$ cat src/rtl/l2w_pkg.sv
package l2w_pkg;

  typedef enum logic [1:0] {
    LS_INV = 2'd0,
    LS_SHR = 2'd1,
    LS_EXC = 2'd2,
    LS_MOD = 2'd3
  } line_state_e;

  // A line may take a write without a coherence transaction only when owned
  function automatic logic state_writable(input logic [1:0] st);
    return (st == LS_EXC) || (st == LS_MOD);
  endfunction

endpackage

$ cat src/rtl/l2w_cycle_gen.sv
module l2w_cycle_gen (
  input  logic clk,
  input  logic rst,
  input  logic half_speed,
  output logic adv
);

  logic phase_q;

  always_ff @(posedge clk) begin
    if (rst) begin
      phase_q <= 1'b0;
    end else if (half_speed) begin
      phase_q <= ~phase_q;
    end else begin
      phase_q <= 1'b0;
    end
  end

  // SRAM cycle boundary: every clock at full speed, every second clock at half
  assign adv = ~half_speed | phase_q;

  AST_HALF_NO_DOUBLE_ADV: assert property (@(posedge clk) disable iff (rst)
    (half_speed && adv) |=> (!adv || !half_speed));

endmodule

$ cat src/rtl/l2w_tag_path.sv
module l2w_tag_path #(
  parameter int IDX_W  = 8,
  parameter int TAG_W  = 12,
  parameter int DATA_W = 32
) (
  input  logic              clk,
  input  logic              rst,
  input  logic              adv,
  input  logic              acc,
  input  logic [IDX_W-1:0]  acc_idx,
  input  logic [TAG_W-1:0]  acc_tag,
  input  logic [DATA_W-1:0] acc_data,
  input  logic [TAG_W-1:0]  tag_rd_tag,
  input  logic [1:0]        tag_rd_state,
  output logic              tag_oe_n,
  output logic [IDX_W-1:0]  tag_addr,
  output logic              dec_valid,
  output logic              dec_hit,
  output logic [IDX_W-1:0]  dec_idx,
  output logic [DATA_W-1:0] dec_data
);

  import l2w_pkg::*;

  // T0: tag read issued on the pins
  logic              iss_v;
  logic [IDX_W-1:0]  iss_idx;
  logic [TAG_W-1:0]  iss_tag;
  logic [DATA_W-1:0] iss_dat;
  logic              oe_n_q;
  logic [IDX_W-1:0]  taddr_q;
  // T1: tag SRAM returns the line
  logic              ret_v;
  logic [IDX_W-1:0]  ret_idx;
  logic [TAG_W-1:0]  ret_tag;
  logic [DATA_W-1:0] ret_dat;
  // T2: captured line, compare and state check
  logic              dcd_v;
  logic [IDX_W-1:0]  dcd_idx;
  logic [TAG_W-1:0]  dcd_tag;
  logic [DATA_W-1:0] dcd_dat;
  logic [TAG_W-1:0]  dcd_rtag;
  logic [1:0]        dcd_rst;

  always_ff @(posedge clk) begin
    if (rst) begin
      iss_v   <= 1'b0;
      iss_idx <= '0;
      iss_tag <= '0;
      iss_dat <= '0;
      oe_n_q  <= 1'b1;
      taddr_q <= '0;
    end else if (adv) begin
      iss_v   <= acc;
      iss_idx <= acc_idx;
      iss_tag <= acc_tag;
      iss_dat <= acc_data;
      oe_n_q  <= ~acc;
      taddr_q <= acc ? acc_idx : '0;
    end
  end

  always_ff @(posedge clk) begin
    if (rst) begin
      ret_v   <= 1'b0;
      ret_idx <= '0;
      ret_tag <= '0;
      ret_dat <= '0;
    end else if (adv) begin
      ret_v   <= iss_v;
      ret_idx <= iss_idx;
      ret_tag <= iss_tag;
      ret_dat <= iss_dat;
    end
  end

  always_ff @(posedge clk) begin
    if (rst) begin
      dcd_v    <= 1'b0;
      dcd_idx  <= '0;
      dcd_tag  <= '0;
      dcd_dat  <= '0;
      dcd_rtag <= '0;
      dcd_rst  <= '0;
    end else if (adv) begin
      dcd_v    <= ret_v;
      dcd_idx  <= ret_idx;
      dcd_tag  <= ret_tag;
      dcd_dat  <= ret_dat;
      dcd_rtag <= tag_rd_tag;
      dcd_rst  <= tag_rd_state;
    end
  end

  assign tag_oe_n  = oe_n_q;
  assign tag_addr  = taddr_q;
  assign dec_valid = dcd_v;
  assign dec_hit   = (dcd_rtag == dcd_tag) && state_writable(dcd_rst);
  assign dec_idx   = dcd_idx;
  assign dec_data  = dcd_dat;

  AST_TAG_ADDR_KNOWN: assert property (@(posedge clk) disable iff (rst)
    !tag_oe_n |-> !$isunknown(tag_addr));

  AST_TAG_HOLD: assert property (@(posedge clk) disable iff (rst)
    !adv |=> ($stable(tag_oe_n) && $stable(tag_addr)));

endmodule

$ cat src/rtl/l2w_data_path.sv
module l2w_data_path #(
  parameter int IDX_W  = 8,
  parameter int DATA_W = 32
) (
  input  logic              clk,
  input  logic              rst,
  input  logic              adv,
  input  logic              dec_valid,
  input  logic              dec_hit,
  input  logic [IDX_W-1:0]  dec_idx,
  input  logic [DATA_W-1:0] dec_data,
  output logic              miss_pulse,
  output logic              dat_we_n,
  output logic [IDX_W-1:0]  dat_addr,
  output logic [DATA_W-1:0] dat_wdata,
  output logic              dat_oe
);

  // T3: internal write request
  logic              rq_v;
  logic [IDX_W-1:0]  rq_idx;
  logic [DATA_W-1:0] rq_dat;
  // T4: address and strobe on the pins
  logic              ad_v;
  logic [DATA_W-1:0] ad_dat;
  logic              we_n_q;
  logic [IDX_W-1:0]  addr_q;
  // T5: data on the pins
  logic              oe_q;
  logic [DATA_W-1:0] wd_q;
  logic              miss_q;

  always_ff @(posedge clk) begin
    if (rst) begin
      rq_v   <= 1'b0;
      rq_idx <= '0;
      rq_dat <= '0;
    end else if (adv) begin
      rq_v   <= dec_valid & dec_hit;
      rq_idx <= dec_idx;
      rq_dat <= dec_data;
    end
  end

  // One core clock wide, on the first clock of the request cycle
  always_ff @(posedge clk) begin
    if (rst) begin
      miss_q <= 1'b0;
    end else begin
      miss_q <= adv & dec_valid & ~dec_hit;
    end
  end

  always_ff @(posedge clk) begin
    if (rst) begin
      ad_v   <= 1'b0;
      ad_dat <= '0;
      we_n_q <= 1'b1;
      addr_q <= '0;
    end else if (adv) begin
      ad_v   <= rq_v;
      ad_dat <= rq_dat;
      we_n_q <= ~rq_v;
      addr_q <= rq_v ? rq_idx : '0;
    end
  end

  always_ff @(posedge clk) begin
    if (rst) begin
      oe_q <= 1'b0;
      wd_q <= '0;
    end else if (adv) begin
      oe_q <= ad_v;
      wd_q <= ad_v ? ad_dat : '0;
    end
  end

  assign miss_pulse = miss_q;
  assign dat_we_n   = we_n_q;
  assign dat_addr   = addr_q;
  assign dat_wdata  = wd_q;
  assign dat_oe     = oe_q;

  AST_NO_WRITE_ON_MISS: assert property (@(posedge clk) disable iff (rst)
    miss_pulse |-> !rq_v);

  AST_DATA_FOLLOWS_ADDR: assert property (@(posedge clk) disable iff (rst)
    (adv && !dat_we_n) |=> dat_oe);

  AST_BUS_IDLE_ZERO: assert property (@(posedge clk) disable iff (rst)
    !dat_oe |-> (dat_wdata == '0));

  AST_DATA_HOLD: assert property (@(posedge clk) disable iff (rst)
    !adv |=> ($stable(dat_we_n) && $stable(dat_addr) && $stable(dat_oe) && $stable(dat_wdata)));

endmodule

$ cat src/rtl/l2_wr_sequencer.sv
module l2_wr_sequencer #(
  parameter int ADDR_W = 20,
  parameter int IDX_W  = 8,
  parameter int DATA_W = 32,
  localparam int TAG_W = ADDR_W - IDX_W
) (
  input  logic              clk,
  input  logic              rst,
  input  logic              half_speed,
  input  logic              req_valid,
  output logic              req_ready,
  input  logic [ADDR_W-1:0] req_addr,
  input  logic [DATA_W-1:0] req_data,
  output logic              tag_oe_n,
  output logic [IDX_W-1:0]  tag_addr,
  input  logic [TAG_W-1:0]  tag_rd_tag,
  input  logic [1:0]        tag_rd_state,
  output logic              dat_we_n,
  output logic [IDX_W-1:0]  dat_addr,
  output logic [DATA_W-1:0] dat_wdata,
  output logic              dat_oe,
  output logic              miss_pulse
);

  logic              adv;
  logic              acc;
  logic              dec_valid;
  logic              dec_hit;
  logic [IDX_W-1:0]  dec_idx;
  logic [DATA_W-1:0] dec_data;

  l2w_cycle_gen u_cyc (
    .clk        (clk),
    .rst        (rst),
    .half_speed (half_speed),
    .adv        (adv)
  );

  // Fixed-latency stages never stall: a slot opens at every SRAM cycle boundary
  assign req_ready = adv;
  assign acc       = req_valid & adv;

  l2w_tag_path #(
    .IDX_W  (IDX_W),
    .TAG_W  (TAG_W),
    .DATA_W (DATA_W)
  ) u_tag (
    .clk          (clk),
    .rst          (rst),
    .adv          (adv),
    .acc          (acc),
    .acc_idx      (req_addr[IDX_W-1:0]),
    .acc_tag      (req_addr[ADDR_W-1:IDX_W]),
    .acc_data     (req_data),
    .tag_rd_tag   (tag_rd_tag),
    .tag_rd_state (tag_rd_state),
    .tag_oe_n     (tag_oe_n),
    .tag_addr     (tag_addr),
    .dec_valid    (dec_valid),
    .dec_hit      (dec_hit),
    .dec_idx      (dec_idx),
    .dec_data     (dec_data)
  );

  l2w_data_path #(
    .IDX_W  (IDX_W),
    .DATA_W (DATA_W)
  ) u_dat (
    .clk        (clk),
    .rst        (rst),
    .adv        (adv),
    .dec_valid  (dec_valid),
    .dec_hit    (dec_hit),
    .dec_idx    (dec_idx),
    .dec_data   (dec_data),
    .miss_pulse (miss_pulse),
    .dat_we_n   (dat_we_n),
    .dat_addr   (dat_addr),
    .dat_wdata  (dat_wdata),
    .dat_oe     (dat_oe)
  );

  AST_READY_HALF_ALT: assert property (@(posedge clk) disable iff (rst)
    (half_speed && req_ready) |=> (!req_ready || !half_speed));

  AST_READY_FULL: assert property (@(posedge clk) disable iff (rst)
    !half_speed |-> req_ready);

  AST_WE_OE_EXCLUSIVE_MISS: assert property (@(posedge clk) disable iff (rst)
    (!half_speed && miss_pulse) |=> dat_we_n);

endmodule

$ cat config.mk
export PLATFORM = sky130hd
export DESIGN_NAME = l2_wr_sequencer
export DESIGN_NICKNAME = d
export VERILOG_FILES = /design/src/rtl/l2w_pkg.sv /design/src/rtl/l2w_cycle_gen.sv /design/src/rtl/l2w_tag_path.sv /design/src/rtl/l2w_data_path.sv /design/src/rtl/l2_wr_sequencer.sv
export SDC_FILE = /design/constraint.sdc
export NUM_CORES = 1
export LEC_CHECK = 0
export ABC_AREA = 1
export BUFFER_PORTS_ARGS = -buffer_cell sky130_fd_sc_hd__clkbuf_2
export CAP_MARGIN = 20
export CORE_ASPECT_RATIO = 0.8
export CORE_MARGIN = 2
export CORE_UTILIZATION = 54
export DETAILED_ROUTE_END_ITERATION = 12
export PLACE_DENSITY = 0.74
export SLEW_MARGIN = 20
export SYNTH_ARGS = -nofsm -noshare
export SYNTH_HDL_FRONTEND = slang
export SYNTH_SLANG_ARGS = --single-unit
export TNS_END_PERCENT = 100
$ cat constraint.sdc
create_clock -name clk -period 1.65 [get_ports clk]
set_input_delay 0.165 -clock clk [delete_from_list [all_inputs] [get_ports clk]]
set_output_delay 0.165 -clock clk [all_outputs]
set_load 0.02 [all_outputs]
==> results of run 1 <==
==> sequential cells by signal, summed over array words and instances (netlist names), 8 cells and up <==
| name | cells |
|---|---|
| u_dat.ad_dat | 32 |
| u_dat.dat_addr | 8 |
| u_dat.dat_wdata | 32 |
| u_dat.rq_dat | 32 |
| u_dat.rq_idx | 8 |
| u_tag.dcd_rtag | 12 |
| u_tag.dcd_tag | 12 |
| u_tag.dec_data | 32 |
| u_tag.dec_idx | 8 |
| u_tag.iss_dat | 32 |
| u_tag.iss_idx | 8 |
| u_tag.iss_tag | 12 |
| u_tag.ret_dat | 32 |
| u_tag.ret_idx | 8 |
| u_tag.ret_tag | 12 |
| u_tag.tag_addr | 8 |
==> layout by cell type (no fill, tap or decap), drive strengths merged <==
master       Yosys  final
bufbuf           0      1
buf             64     21
dfxtp          299    299
a21boi           1      1
nand4            1      1
nor2           390    390
dlygate4sd3      0     65
nand2           77     77
o21ai          278    278
nand3            2      2
a22o            15     15
inv             64     64
clkbuf          25    167
a21oi           56     56
clkinv           1      6
==> worst reg2reg max path, delay by kind of cell, from the launching register on <==
kind | cells | cell delay [ns]
flip-flops | 1 | 0.32
AND/OR/NAND/NOR | 3 | 0.27
buffers and inverters | 2 | 0.51
AO/OA/AOI/OAI | 1 | 0.30
==> where the power goes <==
part	switching [W]	internal (W)	total, W
sequential	0.000210	0.00769	0.00790
combinational	0.000808	0.000574	0.00138
clock	0.00261	0.00349	0.00609
==> worst max-delay path by stage <==
stage,from,endpoint,slack (ns)
3_5_place_dp,u_cyc.phase_q$_SDFF_PP0_,u_tag.tag_addr[4]$_SDFFE_PP0N_,0.15
5_1_grt,u_cyc.phase_q$_SDFF_PP0_,req_ready,0.03
4_1_cts,u_cyc.phase_q$_SDFF_PP0_,req_ready,0.02
3_3_place_gp,u_cyc.phase_q$_SDFF_PP0_,u_tag.tag_addr[5]$_SDFFE_PP0N_,0.20
6_report,u_cyc.phase_q$_SDFF_PP0_,req_ready,0.07
2_1_floorplan,u_cyc.phase_q$_SDFF_PP0_,u_dat.ad_dat[21]$_SDFFE_PP0N_,0.56
==> kinds of logic after synthesis <==
family,share of synthesized area
flip-flops,0.584
buffers and inverters,0.0654
AND/OR/NAND/NOR,0.173
AO/OA/AOI/OAI,0.177
==> timing repair <==
| action | CTS | global route |
|---|---|---|
| gates cloned | 1 | 1 |
| setup buffers | 1 | 0 |
| hold endpoints to repair | 73 | 0 |
| hold buffers | 65 | 0 |
| pin swaps | 1 | 0 |
| resized for setup | 1 | 0 |
| setup endpoints to repair | 1 | 1 |
==> through the flow <==
| stage | worst slack (ns) | power [W] |
|---|---|---|
| 3_3_place_gp | 0.196 | 0.00923 |
| 3_5_place_dp | 0.148 | 0.00928 |
| 6_report | 0.0723 | 0.0154 |
| 2_1_floorplan | 0.556 | 0.00890 |
| 5_1_grt | 0.0257 | 0.0160 |
| 4_1_cts | 0.0174 | 0.0155 |
==> per-layer routing <==
metal / share of wire / routed length (um) / track usage
met1: 0.52 / 11100 / 0.323
met2: 0.42 / 8940 / 0.304
met3: 0.042 / 899 / 0.0322
met4: 0.017 / 352 / 0.0472
met5: 0 / 0 / 0
==> final cells by class <==
cell class,count,area [sq um],share of cell area
Sequential cell,299,5990,0.474
Multi-Input combinational cell,820,3590,0.284
Timing Repair Buffer,209,1590,0.126
Clock buffer,45,845,0.0669
Tap cell,258,323,0.0256
Inverter,65,254,0.0201
Clock inverter,5,36.3,0.00287
==> flow_metrics.tcl, run 1 <==
set metrics [dict create \
    status "complete, no violations" \
    holdWs_ns 0.0448 \
    grt_pass1_vias 7305 \
    cts_tree "yes" \
    synthArstFlopShare 0 \
    drc_errors 0 \
    ys_types 17 \
    slew_violations 0 \
    syn_avg_cell_area_sq_um 8.05 \
    final_nets 1493 \
    clock_sinks 299 \
    fin_skew_ns 0.00878 \
    antenna_left 0 \
    design_area_sq_um 12600 \
    worstPathRequired_ns 1.48 \
    yosysMostFrequentCell "nor2_1" \
    die_width_um 158 \
    holdPathStages 5 \
    coreArea_sq_um 18800 \
    reg2reg_to "u_tag.tag_addr[6]$_SDFFE_PP0N_" \
    place_area_sq_um 11000 \
    synth-edff-count 0 \
    antenna_found_initial 0 \
    antennaDiodeCount 0 \
    powerDensity_nw_per_um2 1220 \
    path_delay_family "buffers and inverters" \
    synth_area_leaders "dfxtp_1 58%, nor2_1 14%, o21ai_0 14%, buf_2 2.9%, nand2_1 2.8%" \
    clk_latency_ns 0.54 \
    synth_nets 1343 \
    synth_top_area_cell "dfxtp_1" \
    port_buffers 121 \
    fp.dieArea_sq_um 20100 \
    ys.flop_type "dfxtp_1" \
    ys_seq_area_frac 0.584 \
    viasPerCell 4.86 \
    critPathKind "register to output port" \
    cts_buffer_depth 3 \
    synth_area_sq_um 10200 \
    n_fill_cell 1602 \
    grt_first_pass_wirelength_um 34900 \
    area_delta_synth_final_pct 23.2 \
    drtPass1Iterations 5 \
    worstHoldStart "req_valid" \
    synth-seq-cells 299 \
    critPathArrivalTime_ns 1.41 \
    crit_slowest_cell "dfxtp_1" \
    finalHoldViolCount 0 \
    track_usage 0.208 \
    timing.fmax_mhz 634 \
    r2r_start "u_cyc.phase_q$_SDFF_PP0_" \
    clockRootBuffer "clkbuf_16" \
    initial_utilization 0.545 \
    leakagePower_nw 5.54 \
    synth_cells 1273 \
    period_share 0.956 \
    setup_tns_ns 0 \
    min_to "u_tag.iss_v$_SDFFE_PP0N_" \
    grt_max_degree 94 \
    dp_hpwl_um 12500 \
    path_max_fanout 17 \
    critPathCaptureType "output port" \
    utilization 0.671 \
    r2r_cells 6 \
    fp.dieH_um 127 \
    cts-buffers-inserted 28 \
    drt_iter0_drc 586 \
    synth_top_area_frac 0.584 \
    dp_cells 1583 \
    slew_headroom 0.604 \
    fin_crit_ns 1.58 \
    path_depth 4 \
    rrSetupSlack_ns 0.14 \
    postRouteWirelength_um 21300 \
    synthTopCellsByCount "389 x nor2_1, 299 x dfxtp_1, 278 x o21ai_0, 77 x nand2_1, 61 x inv_1" \
    hold_class "input port to register" \
    final_cells 1701 \
    num_rows 45 \
    yosys_warnings 0 \
    rsz0062_at_grt "no" \
    clk_pin_slew_ns 0.06 \
    drive_above_1_share 0.132 \
    finalSetupViolCount 0 \
    cts_max_level 1 \
    crit_buf_inv 3 \
    gp_congestion 0.737 \
    via_count 8271 \
    overflow 0 \
    crit_path_cell_trace "nor2_4, inv_6, buf_16, clkbuf_2" \
    io_pins 123 \
    vdd_drop_max_uv 753 \
    wire_per_inst_um 12.5 \
    slowest_delay_ns 0.32 \
    max_cap_violations 0 \
    start_kind "register" \
    worst_slew_pin_slew_ns 0.594 \
]
(Power assumes the default switching activity.)
==> inputs of run 2 (changes only) <==
--- a/config.mk
+++ b/config.mk
@@ -7,4 +7,5 @@
 export LEC_CHECK = 0
 export ABC_AREA = 1
+export ABC_CLOCK_PERIOD_IN_PS = 1650
 export BUFFER_PORTS_ARGS = -buffer_cell sky130_fd_sc_hd__clkbuf_2
 export CAP_MARGIN = 20
==> constraint.sdc (replaced) <==
create_clock -name clk -period 1.65 [get_ports clk]
set_input_delay 0.33 -clock clk [delete_from_list [all_inputs] [get_ports clk]]
set_output_delay 0.33 -clock clk [all_outputs]
set_load 0.02 [all_outputs]
==> run 2 against run 1 <==
The run now ends with setup timing left. Clock skew up 0.0064 ns. Largest power group unchanged. Hold slack got worse by 0.023 ns. Largest cell class unchanged. Routed wire length down 4.3%. Global-route usage fell by 0.80 points. Critical path depth unchanged. Count of clock-buffer cells in the layout fell by 7. Combinational power fell by 6%. Sequential cell count stayed put. Final area fell by 3.0%. Final cell count decreased by 3.0%. Clock power up 11%.
==> flow_metrics.tcl, run 2 (synthesis results as in run 1) <==
set metrics [dict create \
    status "complete, but fails checks" \
    failed_checks "setup timing" \
    clock_sinks 299 \
    rrSetupSlack_ns 0.11 \
    fp.dieH_um 127 \
    fp.dieArea_sq_um 20100 \
    postRouteWirelength_um 20400 \
    num_rows 45 \
    port_buffers 121 \
    hold_class "input port to register" \
    finalSetupViolCount 1 \
    fin_skew_ns 0.0152 \
    drc_errors 0 \
    setup_tns_ns -0.0119 \
    worstPathRequired_ns 1.32 \
    die_width_um 158 \
    timing.fmax_mhz 602 \
    grt_first_pass_wirelength_um 33600 \
    critPathArrivalTime_ns 1.33 \
    r2r_start "u_cyc.phase_q$_SDFF_PP0_" \
    drtPass1Iterations 6 \
    antenna_left 0 \
    worstHoldStart "req_addr[1]" \
    dp_hpwl_um 12800 \
    powerDensity_nw_per_um2 1310 \
    start_kind "register" \
    fin_crit_ns 1.66 \
    holdWs_ns 0.0220 \
    startpoint "u_cyc.phase_q$_SDFF_PP0_" \
    via_count 8024 \
    final_cell_mix "389 x nor2_1, 298 x dfxtp_1, 278 x o21ai_0" \
    cts-buffers-inserted 29 \
    cts_buffer_depth 3 \
    place_area_sq_um 11100 \
    critPathKind "register to output port" \
    clockRootBuffer "clkbuf_16" \
    fin_ws_ns -0.0119 \
    design_area_sq_um 12200 \
    grt_pass1_vias 6874 \
    utilization 0.651 \
    r2r_cells 7 \
    antennaDiodeCount 0 \
    worst_slew_pin_slew_ns 0.340 \
    viasPerCell 4.86 \
    vdd_drop_max_uv 594 \
    clk_latency_ns 0.54 \
    slew_headroom 0.772 \
    slew_violations 0 \
    initial_utilization 0.545 \
    mostFrequentLayoutCell "nor2_1" \
    coreArea_sq_um 18800 \
    track_usage 0.200 \
    io_pins 123 \
    leakagePower_nw 5.40 \
    cts_max_level 1 \
    period_share 1.01 \
    reg2reg_to "u_dat.ad_dat[10]$_SDFFE_PP0N_" \
    finalHoldViolCount 0 \
    drive_above_1_share 0.152 \
    final_cells 1650 \
    rsz0062_at_grt "yes" \
    path_max_fanout 3 \
    overflow 0 \
    max_cap_violations 0 \
    cts_hold_buf 0 \
    grt_max_degree 84 \
    cts_tree "yes" \
    antenna_found_initial 0 \
    wire_per_inst_um 12.4 \
    clk_pin_slew_ns 0.06 \
    gp_congestion 0.763 \
    dp_cells 1590 \
    drt_iter0_drc 528 \
    endpoint "req_ready" \
    critPathCaptureType "output port" \
    final_nets 1439 \
    area_delta_synth_final_pct 19.5 \
]
-- run 2: worst min path at each step --
stage,cells after the start,slack [ns],end
final,2,0.02,u_tag.tag_addr[1]$_SDFFE_PP0N_
after global routing,2,0.02,u_tag.tag_addr[6]$_SDFFE_PP0N_
after CTS,2,0.004,u_tag.tag_addr[0]$_SDFFE_PP0N_
after detailed placement,2,0.43,u_dat.dat_oe$_SDFFE_PP0N_
after global placement,2,0.43,u_dat.dat_oe$_SDFFE_PP0N_
after floorplan,2,0.42,u_dat.ad_v$_SDFFE_PP0N_
-- run 2: report_power, final --
| part | total, W | leakage (nW) | internal, W | switching (W) |
|---|---|---|---|---|
| clock network | 0.00677 | 0.498 | 0.00408 | 0.00270 |
| logic | 0.00130 | 2.44 | 0.000506 | 0.000795 |
| registers | 0.00791 | 2.47 | 0.00769 | 0.000211 |
-- run 2: routing by layer --
| layer | vias up | wire, um | track usage |
|---|---|---|---|
| met5 | - | 0 | 0 |
| met4 | 0 | 413 | 0.0493 |
| li1 | 4295 | - | - |
| met2 | 149 | 7980 | 0.276 |
| met3 | 29 | 897 | 0.0356 |
| met1 | 3551 | 11100 | 0.320 |
-- run 2: repair_timing --
| action | in CTS | in global routing |
|---|---|---|
| buffers inserted | 4 | 1 |
| pin swaps | 1 | 1 |
| endpoints found under the setup margin | 1 | 187 |
| gates cloned | 1 | 1 |
| gates resized for setup | 5 | 4 |
-- run 2: area by class of cell --
| cell class | instances | area, sq um |
|---|---|---|
| clock buffer | 38 | 810 |
| clock inverter | 16 | 186 |
| timing repair inverter | 1 | 8.76 |
| inverter | 65 | 265 |
| tap | 258 | 323 |
| multi-input combinational | 820 | 3590 |
| fill | 1663 | 6560 |
| sequential | 299 | 5990 |
| timing repair buffer | 153 | 1070 |
-- run 2: stage by stage --
stage          setup WS, ns  power [W]
5_1_grt             -0.0783     0.0167
3_5_place_dp          0.119    0.00932
2_1_floorplan         0.448    0.00890
3_3_place_gp          0.160    0.00927
6_report            -0.0119     0.0160
4_1_cts             -0.0613     0.0161
-- run 2: critical path: stages (launching register included) --
cell and delay [ns]:
dfxtp_2 0.32, nor2_4 0.17, buf_12 0.15, inv_16 0.03
buf_8 0.11
==> inputs of run 3 (changes only) <==
CORE_ASPECT_RATIO = 0.5   (was 0.8)
==> run 3 against run 2 <==
The run now ends clean. First-iteration DRC count up 18%. Final area fell by 0.28%. Combinational power is 5% higher. Die area up 0.30%. Register-to-register slack got worse by 0.03 ns. Total power shrank 5.1%. Critical path depth unchanged. Global-route usage up 2.7 points. Clock skew down 0.0023 ns. Utilization up 0.96 points. Sequential power is essentially flat. Count of clock-buffer cells in the layout unchanged.
==> flow_metrics.tcl, run 3 (synthesis results as in run 1) <==
set metrics [dict create \
    path_delay_family "buffers and inverters" \
    mostFrequentLayoutCell "nor2_1" \
    powerDensity_nw_per_um2 1240 \
    leakagePower_nw 5.39 \
    drc_errors 0 \
    n_fill_cell 1571 \
    slew_headroom 0.713 \
    drt_iter0_drc 621 \
    grt_max_degree 86 \
    coreArea_sq_um 18500 \
    fin_skew_ns 0.0129 \
    dp_cells 1601 \
    grt_first_pass_wirelength_um 36700 \
    critPathKind "register to output port" \
    initial_utilization 0.554 \
    multi_input_area_sq_um 3590 \
    critPathArrivalTime_ns 1.32 \
    cts_buffer_depth 3 \
    num_rows 35 \
    min_to "u_tag.tag_addr[5]$_SDFFE_PP0N_" \
    io_pins 123 \
    clockRootBuffer "clkbuf_16" \
    worstPathRequired_ns 1.32 \
    setup_tns_ns 0 \
    fin_ws_ns 0.00159 \
    via_count 8250 \
    fp.dieArea_sq_um 20200 \
    cts_hold_buf 0 \
    r2r_start "u_cyc.phase_q$_SDFF_PP0_" \
    final_cells 1653 \
    port_buffers 121 \
    start_kind "register" \
    drive_above_1_share 0.152 \
    fp.dieH_um 101 \
    period_share 0.999 \
    worst_slew_pin_slew_ns 0.426 \
    reg2reg_to "u_tag.iss_tag[7]$_SDFFE_PP0N_" \
    clk_pin_slew_ns 0.07 \
    finalSetupViolCount 0 \
    die_width_um 199 \
    crit_buf_inv 3 \
    dp_hpwl_um 15800 \
    area_delta_synth_final_pct 19.2 \
    pre_cts_ws_ns 0.0362 \
    clk_latency_ns 0.52 \
    cts_max_level 1 \
    regArea_sq_um 5990 \
    final_cell_mix "389 x nor2_1, 298 x dfxtp_1, 277 x o21ai_0" \
    timing.fmax_mhz 607 \
    fin_crit_ns 1.65 \
    crit_slowest_cell "dfxtp_2" \
    r2r_cells 8 \
    hold_class "input port to register" \
    holdPathStages 2 \
    slowest_delay_ns 0.33 \
    wire_per_inst_um 13.7 \
    postRouteWirelength_um 22700 \
    rrSetupSlack_ns 0.08 \
    path_max_fanout 7 \
    worstHoldStart "req_addr[5]" \
    final_nets 1448 \
    critPathCaptureType "output port" \
    grt_pass1_vias 7264 \
    viasPerCell 4.99 \
    track_usage 0.227 \
    rsz0062_at_grt "yes" \
    overflow 0 \
    drtPass1Iterations 4 \
    vdd_drop_max_uv 787 \
    slew_violations 0 \
    cts_tree "yes" \
    antennaDiodeCount 0 \
    crit_path_cell_trace "nor2_4, buf_12, clkinv_16, buf_8" \
    finalHoldViolCount 0 \
    utilization 0.661 \
    clock_sinks 299 \
    max_cap_violations 0 \
    holdWs_ns 0.0418 \
    antenna_found_initial 0 \
    cts-buffers-inserted 25 \
    status "complete, no violations" \
    antenna_left 0 \
    gp_congestion 0.779 \
]
==> run 3: report_power, final <==
group | internal [W] | switching, W
registers | 0.00769 | 0.000245
logic | 0.000542 | 0.000817
clock network | 0.00334 | 0.00253
==> run 3: cell type report <==
| class | instances | area share |
|---|---|---|
| clock buffers | 38 | 0.0626 |
| clock inverters | 5 | 0.00441 |
| inverters | 65 | 0.0223 |
| multi-input cells | 820 | 0.294 |
| flip-flops and latches | 299 | 0.490 |
| well taps | 259 | 0.0265 |
| repair buffers | 166 | 0.0989 |
| repair inverters | 1 | 0.000922 |
==> run 3: per-layer routing <==
layer / wire (um) / share of wire / track usage
met2: 8640 / 0.38 / 0.304
met4: 312 / 0.014 / 0.0454
met5: 0 / 0 / 0
met1: 12300 / 0.54 / 0.369
met3: 1480 / 0.065 / 0.0440
==> run 3: what timing repair did <==
| item | 4_1_cts | 5_1_grt |
|---|---|---|
| endpoints found under the setup margin | 1 | 1 |
| pin swaps | 1 | 1 |
| resized for setup | 9 | 4 |
| gates cloned | 1 | 1 |
| buffers inserted | 2 | 5 |
==> run 3: worst register-to-register path: cells and delay by family (launching register included) <==
family,cells,cell delay [ns]
buf+inv,5,0.77
simple gates,2,0.11
compound gates,1,0.24
flops,1,0.34
==> run 3: through the flow <==
stage,power [W],area [sq um]
finish,0.0152,12200
global route,0.0158,12200
CTS,0.0152,12100
detailed placement,0.00939,11200
global placement,0.00932,11200
floorplan,0.00890,10200
==> run 3: how the worst max path moves through the flow <==
stage	start	slack (ns)	cells past startpoint	endpoint
2_1_floorplan	half_speed	0.45	5	req_ready
3_3_place_gp	half_speed	0.12	8	u_dat.dat_wdata[7]$_SDFFE_PP0N_
3_5_place_dp	half_speed	0.04	8	u_dat.dat_wdata[23]$_SDFFE_PP0N_
4_1_cts	u_cyc.phase_q$_SDFF_PP0_	0.004	4	req_ready
5_1_grt	u_cyc.phase_q$_SDFF_PP0_	-0.03	4	req_ready
6_report	u_cyc.phase_q$_SDFF_PP0_	0.002	4	req_ready
